$ cat src/rtl/srx_pkg.sv
package srx_pkg;
  typedef enum logic [2:0] {
    RX_IDLE,
    RX_START,
    RX_DATA,
    RX_PAR,
    RX_STOP1,
    RX_STOP2
  } rx_state_t;
endpackage

$ cat src/rtl/srx_bitengine.sv
module srx_bitengine
  import srx_pkg::*;
#(
  parameter int TICKS_PER_BIT = 16,
  parameter int DATA_W        = 8
) (
  input  logic              clk,
  input  logic              rst_n,
  input  logic              run_i,
  input  logic              tick_i,
  input  logic              line_i,
  input  logic              par_en_i,
  input  logic              par_odd_i,
  input  logic              two_stop_i,
  output logic              done_o,
  output logic [DATA_W-1:0] data_o,
  output logic              perr_o,
  output logic              ferr_o
);
  localparam int CW = $clog2(TICKS_PER_BIT);
  localparam int BW = (DATA_W > 1) ? $clog2(DATA_W) : 1;
  localparam logic [CW-1:0] MID_CNT  = CW'(TICKS_PER_BIT/2 - 1);
  localparam logic [CW-1:0] TOP_CNT  = CW'(TICKS_PER_BIT - 1);
  localparam logic [BW-1:0] LAST_BIT = BW'(DATA_W - 1);

  rx_state_t         state_q, state_d;
  logic [CW-1:0]     cnt_q, cnt_d;
  logic [BW-1:0]     bit_q, bit_d;
  logic [DATA_W-1:0] shift_q, shift_d;
  logic              prev_q, prev_d;
  logic              perr_q, perr_d;
  logic              ferr_q, ferr_d;
  logic              done_q, done_d;

  always_comb begin
    state_d = state_q;
    cnt_d   = cnt_q;
    bit_d   = bit_q;
    shift_d = shift_q;
    perr_d  = perr_q;
    ferr_d  = ferr_q;
    done_d  = 1'b0;
    prev_d  = tick_i ? line_i : prev_q;
    if (!run_i) begin
      state_d = RX_IDLE;
      cnt_d   = '0;
    end else if (tick_i) begin
      unique case (state_q)
        RX_IDLE: begin
          if (prev_q && !line_i) begin
            state_d = RX_START;
            cnt_d   = '0;
          end
        end
        RX_START: begin
          if (cnt_q == MID_CNT) begin
            cnt_d = '0;
            if (!line_i) begin
              state_d = RX_DATA;
              bit_d   = '0;
              perr_d  = 1'b0;
              ferr_d  = 1'b0;
            end else begin
              state_d = RX_IDLE;
            end
          end else begin
            cnt_d = cnt_q + 1'b1;
          end
        end
        RX_DATA: begin
          if (cnt_q == TOP_CNT) begin
            cnt_d   = '0;
            shift_d = {line_i, shift_q[DATA_W-1:1]};
            if (bit_q == LAST_BIT) begin
              state_d = par_en_i ? RX_PAR : RX_STOP1;
            end else begin
              bit_d = bit_q + 1'b1;
            end
          end else begin
            cnt_d = cnt_q + 1'b1;
          end
        end
        RX_PAR: begin
          if (cnt_q == TOP_CNT) begin
            cnt_d   = '0;
            perr_d  = ((^shift_q) ^ line_i) != par_odd_i;
            state_d = RX_STOP1;
          end else begin
            cnt_d = cnt_q + 1'b1;
          end
        end
        RX_STOP1: begin
          if (cnt_q == TOP_CNT) begin
            cnt_d  = '0;
            ferr_d = !line_i;
            if (two_stop_i) begin
              state_d = RX_STOP2;
            end else begin
              state_d = RX_IDLE;
              done_d  = 1'b1;
            end
          end else begin
            cnt_d = cnt_q + 1'b1;
          end
        end
        RX_STOP2: begin
          if (cnt_q == TOP_CNT) begin
            cnt_d   = '0;
            state_d = RX_IDLE;
            done_d  = 1'b1;
          end else begin
            cnt_d = cnt_q + 1'b1;
          end
        end
        default: state_d = RX_IDLE;
      endcase
    end
  end

  always_ff @(posedge clk or negedge rst_n) begin
    if (!rst_n) begin
      state_q <= RX_IDLE;
      cnt_q   <= '0;
      bit_q   <= '0;
      shift_q <= '0;
      prev_q  <= 1'b1;
      perr_q  <= 1'b0;
      ferr_q  <= 1'b0;
      done_q  <= 1'b0;
    end else begin
      state_q <= state_d;
      cnt_q   <= cnt_d;
      bit_q   <= bit_d;
      shift_q <= shift_d;
      prev_q  <= prev_d;
      perr_q  <= perr_d;
      ferr_q  <= ferr_d;
      done_q  <= done_d;
    end
  end

  assign done_o = done_q;
  assign data_o = shift_q;
  assign perr_o = perr_q;
  assign ferr_o = ferr_q;
endmodule

$ cat src/rtl/srx_fifo.sv
module srx_fifo #(
  parameter int DATA_W = 8,
  parameter int DEPTH  = 16
) (
  input  logic              clk,
  input  logic              rst_n,
  input  logic              push_i,
  input  logic [DATA_W-1:0] din_i,
  input  logic              pop_i,
  output logic [DATA_W-1:0] dout_o,
  output logic              avail_o,
  output logic              full_o
);
  localparam int AW = $clog2(DEPTH);

  logic [DATA_W-1:0] mem_q [DEPTH];
  logic [AW:0]       wptr_q, wptr_d, rptr_q, rptr_d;
  logic              empty, full, wr_en, rd_en;

  assign empty = (wptr_q == rptr_q);
  assign full  = (wptr_q[AW-1:0] == rptr_q[AW-1:0]) && (wptr_q[AW] != rptr_q[AW]);
  assign wr_en = push_i && !full;
  assign rd_en = pop_i && !empty;

  always_comb begin
    wptr_d = wr_en ? wptr_q + 1'b1 : wptr_q;
    rptr_d = rd_en ? rptr_q + 1'b1 : rptr_q;
  end

  always_ff @(posedge clk or negedge rst_n) begin
    if (!rst_n) begin
      wptr_q <= '0;
      rptr_q <= '0;
    end else begin
      wptr_q <= wptr_d;
      rptr_q <= rptr_d;
    end
  end

  always_ff @(posedge clk) begin
    if (wr_en) begin
      mem_q[wptr_q[AW-1:0]] <= din_i;
    end
  end

  assign dout_o  = mem_q[rptr_q[AW-1:0]];
  assign avail_o = !empty;
  assign full_o  = full;
endmodule

$ cat src/rtl/srx_errflag.sv
module srx_errflag (
  input  logic clk,
  input  logic rst_n,
  input  logic set_i,
  input  logic rd_i,
  input  logic wr_i,
  input  logic wdata_i,
  output logic flag_o
);
  logic flag_q, flag_d;
  logic armed_q, armed_d;

  always_comb begin
    flag_d  = flag_q;
    armed_d = armed_q;
    if (rd_i && flag_q) begin
      armed_d = 1'b1;
    end
    if (wr_i && !wdata_i && armed_q) begin
      flag_d  = 1'b0;
      armed_d = 1'b0;
    end
    if (set_i) begin
      flag_d  = 1'b1;
      armed_d = 1'b0;
    end
  end

  always_ff @(posedge clk or negedge rst_n) begin
    if (!rst_n) begin
      flag_q  <= 1'b0;
      armed_q <= 1'b0;
    end else begin
      flag_q  <= flag_d;
      armed_q <= armed_d;
    end
  end

  assign flag_o = flag_q;
endmodule

$ cat src/rtl/serial_rx_errfifo.sv
module serial_rx_errfifo #(
  parameter int TICKS_PER_BIT = 16,
  parameter int DATA_W        = 8,
  parameter int FIFO_DEPTH    = 16,
  parameter int SYNC_STAGES   = 2
) (
  input  logic              clk,
  input  logic              rst_n,
  input  logic              rxd_i,
  input  logic              baud_tick_i,
  input  logic              rx_en_i,
  input  logic              par_en_i,
  input  logic              par_odd_i,
  input  logic              two_stop_i,
  input  logic              halt_on_err_i,
  input  logic              pop_i,
  output logic [DATA_W-1:0] rx_data_o,
  output logic              rx_avail_o,
  output logic              rx_full_o,
  input  logic              flag_rd_i,
  input  logic              flag_wr_i,
  input  logic              flag_wdata_i,
  output logic              err_flag_o
);
  logic [1:0]             rst_sync_q;
  logic                   rst_q;
  logic [SYNC_STAGES-1:0] line_sync_q;
  logic                   line;
  logic                   halt_q, halt_d, halt_set;
  logic                   run, char_done, chr_perr, chr_ferr;
  logic [DATA_W-1:0]      chr_data;
  logic                   push, overrun, err_set;

  always_ff @(posedge clk or negedge rst_n) begin
    if (!rst_n) begin
      rst_sync_q <= 2'b00;
    end else begin
      rst_sync_q <= {rst_sync_q[0], 1'b1};
    end
  end
  assign rst_q = rst_sync_q[1];

  always_ff @(posedge clk or negedge rst_q) begin
    if (!rst_q) begin
      line_sync_q <= '1;
    end else begin
      line_sync_q <= {line_sync_q[SYNC_STAGES-2:0], rxd_i};
    end
  end
  assign line = line_sync_q[SYNC_STAGES-1];

  assign run = rx_en_i && !halt_q;

  srx_bitengine #(
    .TICKS_PER_BIT(TICKS_PER_BIT),
    .DATA_W       (DATA_W)
  ) u_engine (
    .clk       (clk),
    .rst_n     (rst_q),
    .run_i     (run),
    .tick_i    (baud_tick_i),
    .line_i    (line),
    .par_en_i  (par_en_i),
    .par_odd_i (par_odd_i),
    .two_stop_i(two_stop_i),
    .done_o    (char_done),
    .data_o    (chr_data),
    .perr_o    (chr_perr),
    .ferr_o    (chr_ferr)
  );

  assign overrun  = char_done && rx_full_o;
  assign push     = char_done && !rx_full_o;
  assign err_set  = char_done && (rx_full_o || chr_perr || chr_ferr);
  assign halt_set = overrun || (char_done && (chr_perr || chr_ferr) && halt_on_err_i);

  srx_fifo #(
    .DATA_W(DATA_W),
    .DEPTH (FIFO_DEPTH)
  ) u_fifo (
    .clk    (clk),
    .rst_n  (rst_q),
    .push_i (push),
    .din_i  (chr_data),
    .pop_i  (pop_i),
    .dout_o (rx_data_o),
    .avail_o(rx_avail_o),
    .full_o (rx_full_o)
  );

  srx_errflag u_flag (
    .clk    (clk),
    .rst_n  (rst_q),
    .set_i  (err_set),
    .rd_i   (flag_rd_i),
    .wr_i   (flag_wr_i),
    .wdata_i(flag_wdata_i),
    .flag_o (err_flag_o)
  );

  always_comb begin
    if (halt_set) begin
      halt_d = 1'b1;
    end else if (!err_flag_o) begin
      halt_d = 1'b0;
    end else begin
      halt_d = halt_q;
    end
  end

  always_ff @(posedge clk or negedge rst_q) begin
    if (!rst_q) begin
      halt_q <= 1'b0;
    end else begin
      halt_q <= halt_d;
    end
  end
endmodule

$ cat config.mk
export PLATFORM = sky130hd
export DESIGN_NAME = serial_rx_errfifo
export DESIGN_NICKNAME = d
export VERILOG_FILES = /design/src/rtl/srx_pkg.sv /design/src/rtl/srx_bitengine.sv /design/src/rtl/srx_fifo.sv /design/src/rtl/srx_errflag.sv /design/src/rtl/serial_rx_errfifo.sv
export SDC_FILE = /design/constraint.sdc
export NUM_CORES = 1
export LEC_CHECK = 0
export ABC_AREA = 1
export CORE_UTILIZATION = 55
export CTS_BUF_LIST = sky130_fd_sc_hd__clkbuf_8 sky130_fd_sc_hd__clkbuf_16
export DETAILED_ROUTE_END_ITERATION = 10
export MAX_ROUTING_LAYER = met4
export PLACE_DENSITY = 0.72
export REMOVE_ABC_BUFFERS = 1
export SETUP_SLACK_MARGIN = 0.1
export SYNTH_ARGS = -nofsm -noshare
export SYNTH_HDL_FRONTEND = slang
export SYNTH_SLANG_ARGS = --single-unit
$ cat constraint.sdc
create_clock -name clk -period 1.7 [get_ports clk]
set_clock_uncertainty 0.15 [all_clocks]
set_input_delay 0.17 -clock clk [delete_from_list [all_inputs] [get_ports clk]]
set_output_delay 0.17 -clock clk [all_outputs]
set_load 0.01 [all_outputs]
==> metrics.md, run 1 <==
| Metric | Value |
|---|---|
| Global-route wire length before repair | `33450 um` |
| Worst R2R End | `u_fifo.mem_q[3][4]` |
| Result of the run | `finished, violations left` |
| Number of I/O port buffers | `23` |
| Number of hold-slack violations in the final timing report | `0` |
| Number of nets with antenna violations after routing | `0` |
| CTS max path bufs | `2` |
| Cell with the most instances after synthesis | `sky130_fd_sc_hd__nand2_1` |
| Final Wtd Congestion | `0.8755` |
| Maximum net fanout on the critical path | `7` |
| Top cells by count, synth | `sky130_fd_sc_hd__nand2_1, sky130_fd_sc_hd__edfxtp_1, sky130_fd_sc_hd__nand3_1, sky130_fd_sc_hd__nor2_1, sky130_fd_sc_hd__o21ai_0` |
| GR Util All Layers | `between 30% and 40%` |
| Placed inst area | `0.008153 mm^2` |
| Total of flip-flops plus latches after synthesis | `167` |
| Worst slew slack as a fraction of its limit | `60.52%` |
| Path category of the worst min-delay check | `reg -> async` |
| Portion of synthesized cell area occupied by the leading cell type | `52.36%` |
| Initial antenna violation count | `0` |
| Period utilization | `140.1%` |
| Synth Warn # | `0` |
| Final routed wirelength across all metal layers | `between 20000 and 25000 um` |
| Maxcap violations | `0` |
| Synthesized area divided by synthesized cell count | `10.53 um^2` |
| Leak pwr | `approximately 0.0038 uW` |
| Top-Level Pins | `24` |
| RSZ-0062 raised after global routing | `true` |
| Area leader, netlist | `sky130_fd_sc_hd__edfxtp_1` |
| Final-report setup violation count | `approximately 150` |
| Highest clock frequency the design can meet | `419.8 MHz` |
| Area of the core | `0.01282 mm^2` |
| Critical Path Start Type | `register` |
| Area growth from synthesis to layout | `34.46%` |
| Maximum number of pins on one net before global-route repair | `38` |
| NumNets Final | `843` |
| Type of the setup path with the least slack | `reg -> out` |
| Mean number of vias per cell | `6.054` |
| Overall overflow remaining after global route | `0` |
| Total iterations of the first detailed-routing run | `5` |
| Slew at the pin closest to its max-slew limit | `around 0.59 ns` |
| Clock sink count | `roughly 170` |
| Clock tree from TritonCTS | `done` |
| Clock input transition at the sequential cells of the worst setup and hold paths | `0.07 ns` |
| Width of the chip | `117.5 um` |
| Number of clock buffers inserted by TritonCTS | `17` |
| Number of global-route vias before repair | `6218` |
| Critical path endpoint category | `output port` |
| Most used DFF post-synth | `sky130_fd_sc_hd__edfxtp_1` |
| Fraction of layout instances using a drive strength above 1 | `between 20% and 30%` |
| Post-Syn Area | `between 0.007 and 0.008 mm^2` |
| Number of violations reported at the end of detailed-routing iteration 0 | `720` |
| Share of synthesized flip-flops with an asynchronous set or reset | `23.35%` |
| Sequential cell area fraction in the yosys report | `65.71%` |
| Worst reg-to-reg setup slack | `-0.62 ns` |
| Post-synthesis instance total | `about 700` |
| DR vias | `6096` |
| Die height | `117.5 um` |
| Arrival time at the worst endpoint | `2.06 ns` |
| Worst hold slack across all endpoints | `0.1352 ns` |
| Shortest period the worst path allows | `2.382 ns` |
| Average routed wire per standard cell | `between 20 and 25 um` |
| Worst r2r src | `u_fifo.rptr_q[0]` |
| Post-route setup slack | `-0.6822 ns` |
| Violations in the final reports | `negative setup slack` |
| PwrDens | `1360 mW/mm^2` |
| Cell Rows | `roughly 40` |
| Post-route design area | `0.009871 mm^2` |
| Clock tree root driver cell | `sky130_fd_sc_hd__clkbuf_16` |
| Crit path required time | `1.38 ns` |
| DRC violations left | `0` |
| HPWL after detailed placement | `11770 um` |
| Antenna Cells | `0` |
| Number of synthesized flops with an enable pin | `about 130` |
| Max-slew violation count | `0` |
| Effective utilization at floorplan | `57.24%` |
| Die footprint | `0.01381 mm^2` |
| Number of H-tree branching levels | `4` |
| Layout Utilization | `76.97%` |
| Worst-case vdd ir drop | `between 0.6 and 0.7 mV` |
| Top post-synthesis cells by area | `sky130_fd_sc_hd__edfxtp_1, sky130_fd_sc_hd__dfrtp_1, sky130_fd_sc_hd__nand2_1` |
| Worst-case reg-to-reg path depth | `11` |
| Worst-Skew Late Latency | `0.44 ns` |
| Distinct cells, synth | `31` |
==> worst max path at each step <==
stage | start | endpoint | slack, ns | cells after the start
2_1_floorplan | u_fifo.rptr_q[0] | rx_data_o[0] | -1.56 | 5
3_3_place_gp | u_fifo.rptr_q[2] | u_fifo.mem_q[3][3] | -0.55 | 7
3_5_place_dp | u_fifo.rptr_q[2] | u_fifo.mem_q[3][2] | -0.65 | 7
4_1_cts | u_fifo.rptr_q[0] | rx_data_o[6] | -0.61 | 9
5_1_grt | u_fifo.rptr_q[0] | rx_data_o[7] | -0.74 | 8
6_report | u_fifo.rptr_q[0] | rx_data_o[7] | -0.68 | 8
==> final cells by class <==
type	count	area [um^2]
Inverter	47	201.4
Clock inverter	15	126.4
Sequential cell	167	4831
Timing Repair Buffer	132	1384
Fill cell	756	2954
Clock buffer	17	425.4
Tap cell	172	215.2
Multi-Input combinational cell	457	2688
==> flip-flops by register name, indices dropped and copies added (netlist names), 2 cells and up <==
register	cells
u_fifo.mem_q	128
u_engine.data_o	8
u_fifo.rptr_q	5
u_fifo.wptr_q	5
u_engine.cnt_q	4
u_engine.bit_q	3
u_engine.state_q	3
line_sync_q	2
rst_sync_q	2
==> report_power, final <==
part	total [uW]	internal, uW	switching [uW]
sequential	4590	4450	143
combinational	5100	2240	2860
clock	3730	2020	1710
total	13400	8710	4720
==> layout by cell type (no fill, tap or decap), types with 3 or more instances in the layout <==
cell and count:
sky130_fd_sc_hd__xor2_1 10, sky130_fd_sc_hd__buf_6 11, sky130_fd_sc_hd__inv_2 6, sky130_fd_sc_hd__a21oi_4 4
sky130_fd_sc_hd__nand3_4 6, sky130_fd_sc_hd__dfrtp_1 30, sky130_fd_sc_hd__inv_6 5, sky130_fd_sc_hd__ha_1 7
sky130_fd_sc_hd__a21oi_2 5, sky130_fd_sc_hd__nor2_2 8, sky130_fd_sc_hd__dfstp_2 3, sky130_fd_sc_hd__clkinv_4 3
sky130_fd_sc_hd__o21ai_0 33, sky130_fd_sc_hd__a21oi_1 21, sky130_fd_sc_hd__dfrtp_2 6, sky130_fd_sc_hd__buf_2 7
sky130_fd_sc_hd__buf_4 74, sky130_fd_sc_hd__clkbuf_16 17, sky130_fd_sc_hd__o21ai_4 4, sky130_fd_sc_hd__clkinv_1 3
sky130_fd_sc_hd__nand3_1 54, sky130_fd_sc_hd__nand2_2 5, sky130_fd_sc_hd__nor2_1 36, sky130_fd_sc_hd__nand3_2 4
sky130_fd_sc_hd__nand4_1 11, sky130_fd_sc_hd__xnor2_1 7, sky130_fd_sc_hd__o211ai_1 10, sky130_fd_sc_hd__o22ai_1 5
sky130_fd_sc_hd__nand2_1 168, sky130_fd_sc_hd__edfxtp_1 128, sky130_fd_sc_hd__buf_12 17, sky130_fd_sc_hd__buf_16 4
sky130_fd_sc_hd__o21ai_1 16, sky130_fd_sc_hd__nand2_8 3, sky130_fd_sc_hd__o21ai_2 6, sky130_fd_sc_hd__clkdlybuf4s50_1 12
sky130_fd_sc_hd__clkinvlp_4 4, sky130_fd_sc_hd__nor2_4 20, sky130_fd_sc_hd__inv_1 36
==> cell families after synthesis <==
logic type               after synthesis  share of synthesized area, %
AO/OA/AOI/OAI                        108                         7.874
other                                  1                       0.05108
XOR/XNOR                              18                         2.148
buffers and inverters                 75                         4.449
adder cells (fa/ha/maj)                8                         1.364
AND/OR/NAND/NOR                      320                         18.41
flip-flops                           167                         65.71
==> critical path, cell delays in order (launching register included) <==
cell                      delay, ns
sky130_fd_sc_hd__dfrtp_2       0.50
sky130_fd_sc_hd__buf_6         0.19
sky130_fd_sc_hd__buf_12        0.15
sky130_fd_sc_hd__buf_6         0.14
sky130_fd_sc_hd__nand2_1       0.09
sky130_fd_sc_hd__nand3_1       0.12
sky130_fd_sc_hd__nand4_1       0.19
sky130_fd_sc_hd__nand2_1       0.12
sky130_fd_sc_hd__buf_2         0.13
==> repair_timing <==
action,4_1_cts,5_1_grt
gates cloned,8,0
setup endpoints to repair,169,171
setup buffers,32,3
pin swaps,44,35
hold endpoints to repair,3,0
hold buffers,2,0
gates resized for setup,168,50
==> stage by stage <==
| step | cells | setup slack [ns] | power (uW) | setup TNS [ns] |
|---|---|---|---|---|
| 6_report | 1007 | -0.6822 | 13420 | -73.22 |
| 5_1_grt | 1007 | -0.7371 | 13880 | -77.07 |
| 4_1_cts | 1005 | -0.6052 | 12930 | -45.02 |
| 3_5_place_dp | 931 | -0.6482 | 8197 | -68.96 |
| 3_3_place_gp | 931 | -0.5516 | 8112 | -61.10 |
| 2_1_floorplan | 669 | -1.560 | 6452 | -173.55 |
==> routing by layer <==
metal / share of wire, % / up-vias / GRT usage (%)
met1: 36 / 2950 / 37.91
met4: 5.0 / 0 / 19.23
met3: 8.0 / 110 / 6.783
li1: - / 2649 / -
met2: 52 / 387 / 56.21
met5: 0 / - / -
No activity file was read; power rests on OpenSTA's default activity.
==> inputs of run 2 (changes only) <==
==> constraint.sdc (replaced) <==
create_clock -name clk -period 2.3 [get_ports clk]
set_clock_uncertainty 0.15 [all_clocks]
set_input_delay 0.23 -clock clk [delete_from_list [all_inputs] [get_ports clk]]
set_output_delay 0.23 -clock clk [all_outputs]
set_load 0.01 [all_outputs]
==> metrics.md, run 2 (synthesis gave the netlist of run 1 again) <==
| Metric | Value |
|---|---|
| Global-route wire length before repair | `27990 um` |
| Critical Path Start Type | `register` |
| Most used cells in the layout excluding fill and tap cells | `sky130_fd_sc_hd__nand2_1, sky130_fd_sc_hd__edfxtp_1, sky130_fd_sc_hd__nand3_1` |
| Shortest period the worst path allows | `2.344 ns` |
| Area growth from synthesis to layout | `26.49%` |
| Worst-Skew Late Latency | `0.43 ns` |
| Flip-flop count of the largest register after layout | `between 100 and 150` |
| NumNets Final | `807` |
| Die height | `between 100 and 150 um` |
| Number of violations reported at the end of detailed-routing iteration 0 | `615` |
| Clock sink count | `167` |
| Max-slew violation count | `0` |
| Most frequent standard cell in the layout excluding fill and tap cells | `sky130_fd_sc_hd__nand2_1` |
| Area of the core | `0.01282 mm^2` |
| DR vias | `5531` |
| Post-route setup slack | `-0.04390 ns` |
| Number of clock buffers inserted by TritonCTS | `17` |
| Number of nets with antenna violations after routing | `0` |
| Highest clock frequency the design can meet | `~430 MHz` |
| Cell Rows | `41` |
| Antenna Cells | `0` |
| Violations in the final reports | `negative setup slack` |
| HPWL after detailed placement | `around 11000 um` |
| HP Start | `rxd_i` |
| Maxcap violations | `0` |
| Slew at the pin closest to its max-slew limit | `0.6731 ns` |
| Final-report setup violation count | `4` |
| CTS max path bufs | `2` |
| Worst r2r src | `u_fifo.rptr_q[0]` |
| Fin cells | `between 900 and 1k` |
| Average routed wire per standard cell | `19.23 um` |
| Number of H-tree branching levels | `4` |
| DRC violations left | `0` |
| Crit-path slowest cell | `sky130_fd_sc_hd__dfrtp_2` |
| Top-Level Pins | `24` |
| Number of hold-slack violations in the final timing report | `0` |
| Fraction of layout instances using a drive strength above 1 | `23.40%` |
| Cells along the critical path | `inv_2 > nand2_2 > clkinvlp_4 > buf_6 > buf_6 > nand3_1 > nand4_1 > nand2_1 > buf_2` |
| GR Util All Layers | `27.71%` |
| Worst hold path stage count | `1` |
| Die footprint | `around 0.014 mm^2` |
| RSZ-0062 raised after global routing | `true` |
| Worst-case reg-to-reg path depth | `9` |
| Final routed wirelength across all metal layers | `~19000 um` |
| Worst R2R End | `u_fifo.mem_q[0][4]` |
| Arrival time at the worst endpoint | `1.96 ns` |
| Worst path most repeated cell | `sky130_fd_sc_hd__buf_6` |
| Maximum number of pins on one net before global-route repair | `38` |
| Width of the chip | `roughly 120 um` |
| Number of global-route vias before repair | `5394` |
| Path category of the worst min-delay check | `in -> reg` |
| Setup slack after placement | `-0.05817 ns` |
| Total iterations of the first detailed-routing run | `5` |
| Worst slew slack as a fraction of its limit | `55.12%` |
| PwrDens | `a little over 1000 mW/mm^2` |
| Clock input transition at the sequential cells of the worst setup and hold paths | `0.07 ns` |
| Result of the run | `finished, violations left` |
| Effective utilization at floorplan | `57.24%` |
| Initial antenna violation count | `0` |
| Mean number of vias per cell | `5.696` |
| Placed cell count | `908` |
| Layout fillers | `876` |
| Worst Hold Endpoint | `line_sync_q[0]` |
| Critical path endpoint category | `output port` |
| Worst-case vdd ir drop | `0.5604 mV` |
| Clock tree root driver cell | `sky130_fd_sc_hd__clkbuf_16` |
| Type of the setup path with the least slack | `reg -> out` |
| Worst hold slack across all endpoints | `0.05048 ns` |
| Overall overflow remaining after global route | `0` |
| Final Wtd Congestion | `around 0.87` |
| Crit path required time | `1.92 ns` |
| Maximum net fanout on the critical path | `5` |
| Worst reg-to-reg setup slack | `0.08 ns` |
| Leak pwr | `~0.0036 uW` |
| Number of I/O port buffers | `23` |
| Clock tree from TritonCTS | `done` |
| Period utilization | `101.9%` |
| Delay of the slowest cell on the worst path | `0.45 ns` |
run 2: cell type report:
type                       instances  area, um^2  area share, %
inverter                          47       196.4          2.116
sequential                       167        4827          51.99
multi-input combinational        456        2521          27.15
clock buffer                      17       425.4          4.582
clock inverter                    15       151.4          1.631
tap                              172       215.2          2.318
timing repair buffer              97       948.4          10.21
run 2: per-stage QoR:
stage          setup TNS, ns  instance area [um^2]  utilization, %  total power (uW)
2_1_floorplan         -83.94                  7191               -              4769
3_3_place_gp        -0.04462                  7993           62.32              5970
3_5_place_dp         -0.8026                  7993           62.32              6020
4_1_cts               -8.058                  8845           68.97              9225
5_1_grt              -0.4796                  9285           72.40             10000
6_report            -0.07399                  9285           72.40              9609
run 2: critical path: cells and delay by family (launching register included):
kind                   cells  cell delay [ns]
flip-flops                 1             0.45
AND/OR/NAND/NOR            4             0.41
buffers and inverters      5             0.66
run 2: routing by layer:
metal / GRT usage [%] / wire length, um / part of all wire, %
met5: - / 0 / 0
met4: 12.82 / 490 / 2.6
met3: 4.457 / 1018 / 5.5
met2: 46.38 / 9855 / 53
met1: 33.11 / 7306 / 39
run 2: report_power, final:
group	switching, uW	total, uW	internal [uW]
combinational	1960	3420	1470
sequential	96.2	3380	3290
clock	1200	2800	1600
run 2: worst max path at each step:
stage / cells past startpoint / start / end
final: 9 / u_fifo.rptr_q[1] / rx_data_o[7]
after global routing: 9 / u_fifo.rptr_q[1] / rx_data_o[7]
after CTS: 8 / u_fifo.rptr_q[1] / u_fifo.mem_q[5][5]
after detailed placement: 8 / u_fifo.rptr_q[0] / rx_data_o[5]
after global placement: 8 / u_fifo.rptr_q[0] / rx_data_o[7]
after floorplan: 5 / u_fifo.rptr_q[0] / rx_data_o[0]
run 2: repair_timing:
| item | CTS | global route |
|---|---|---|
| hold buffers | 1 | 0 |
| setup endpoints to repair | 122 | 130 |
| gates resized for setup | 97 | 84 |
| cloned | 2 | 1 |
| hold endpoints to repair | 2 | 0 |
| setup buffers | 12 | 15 |
| pin swaps | 20 | 36 |
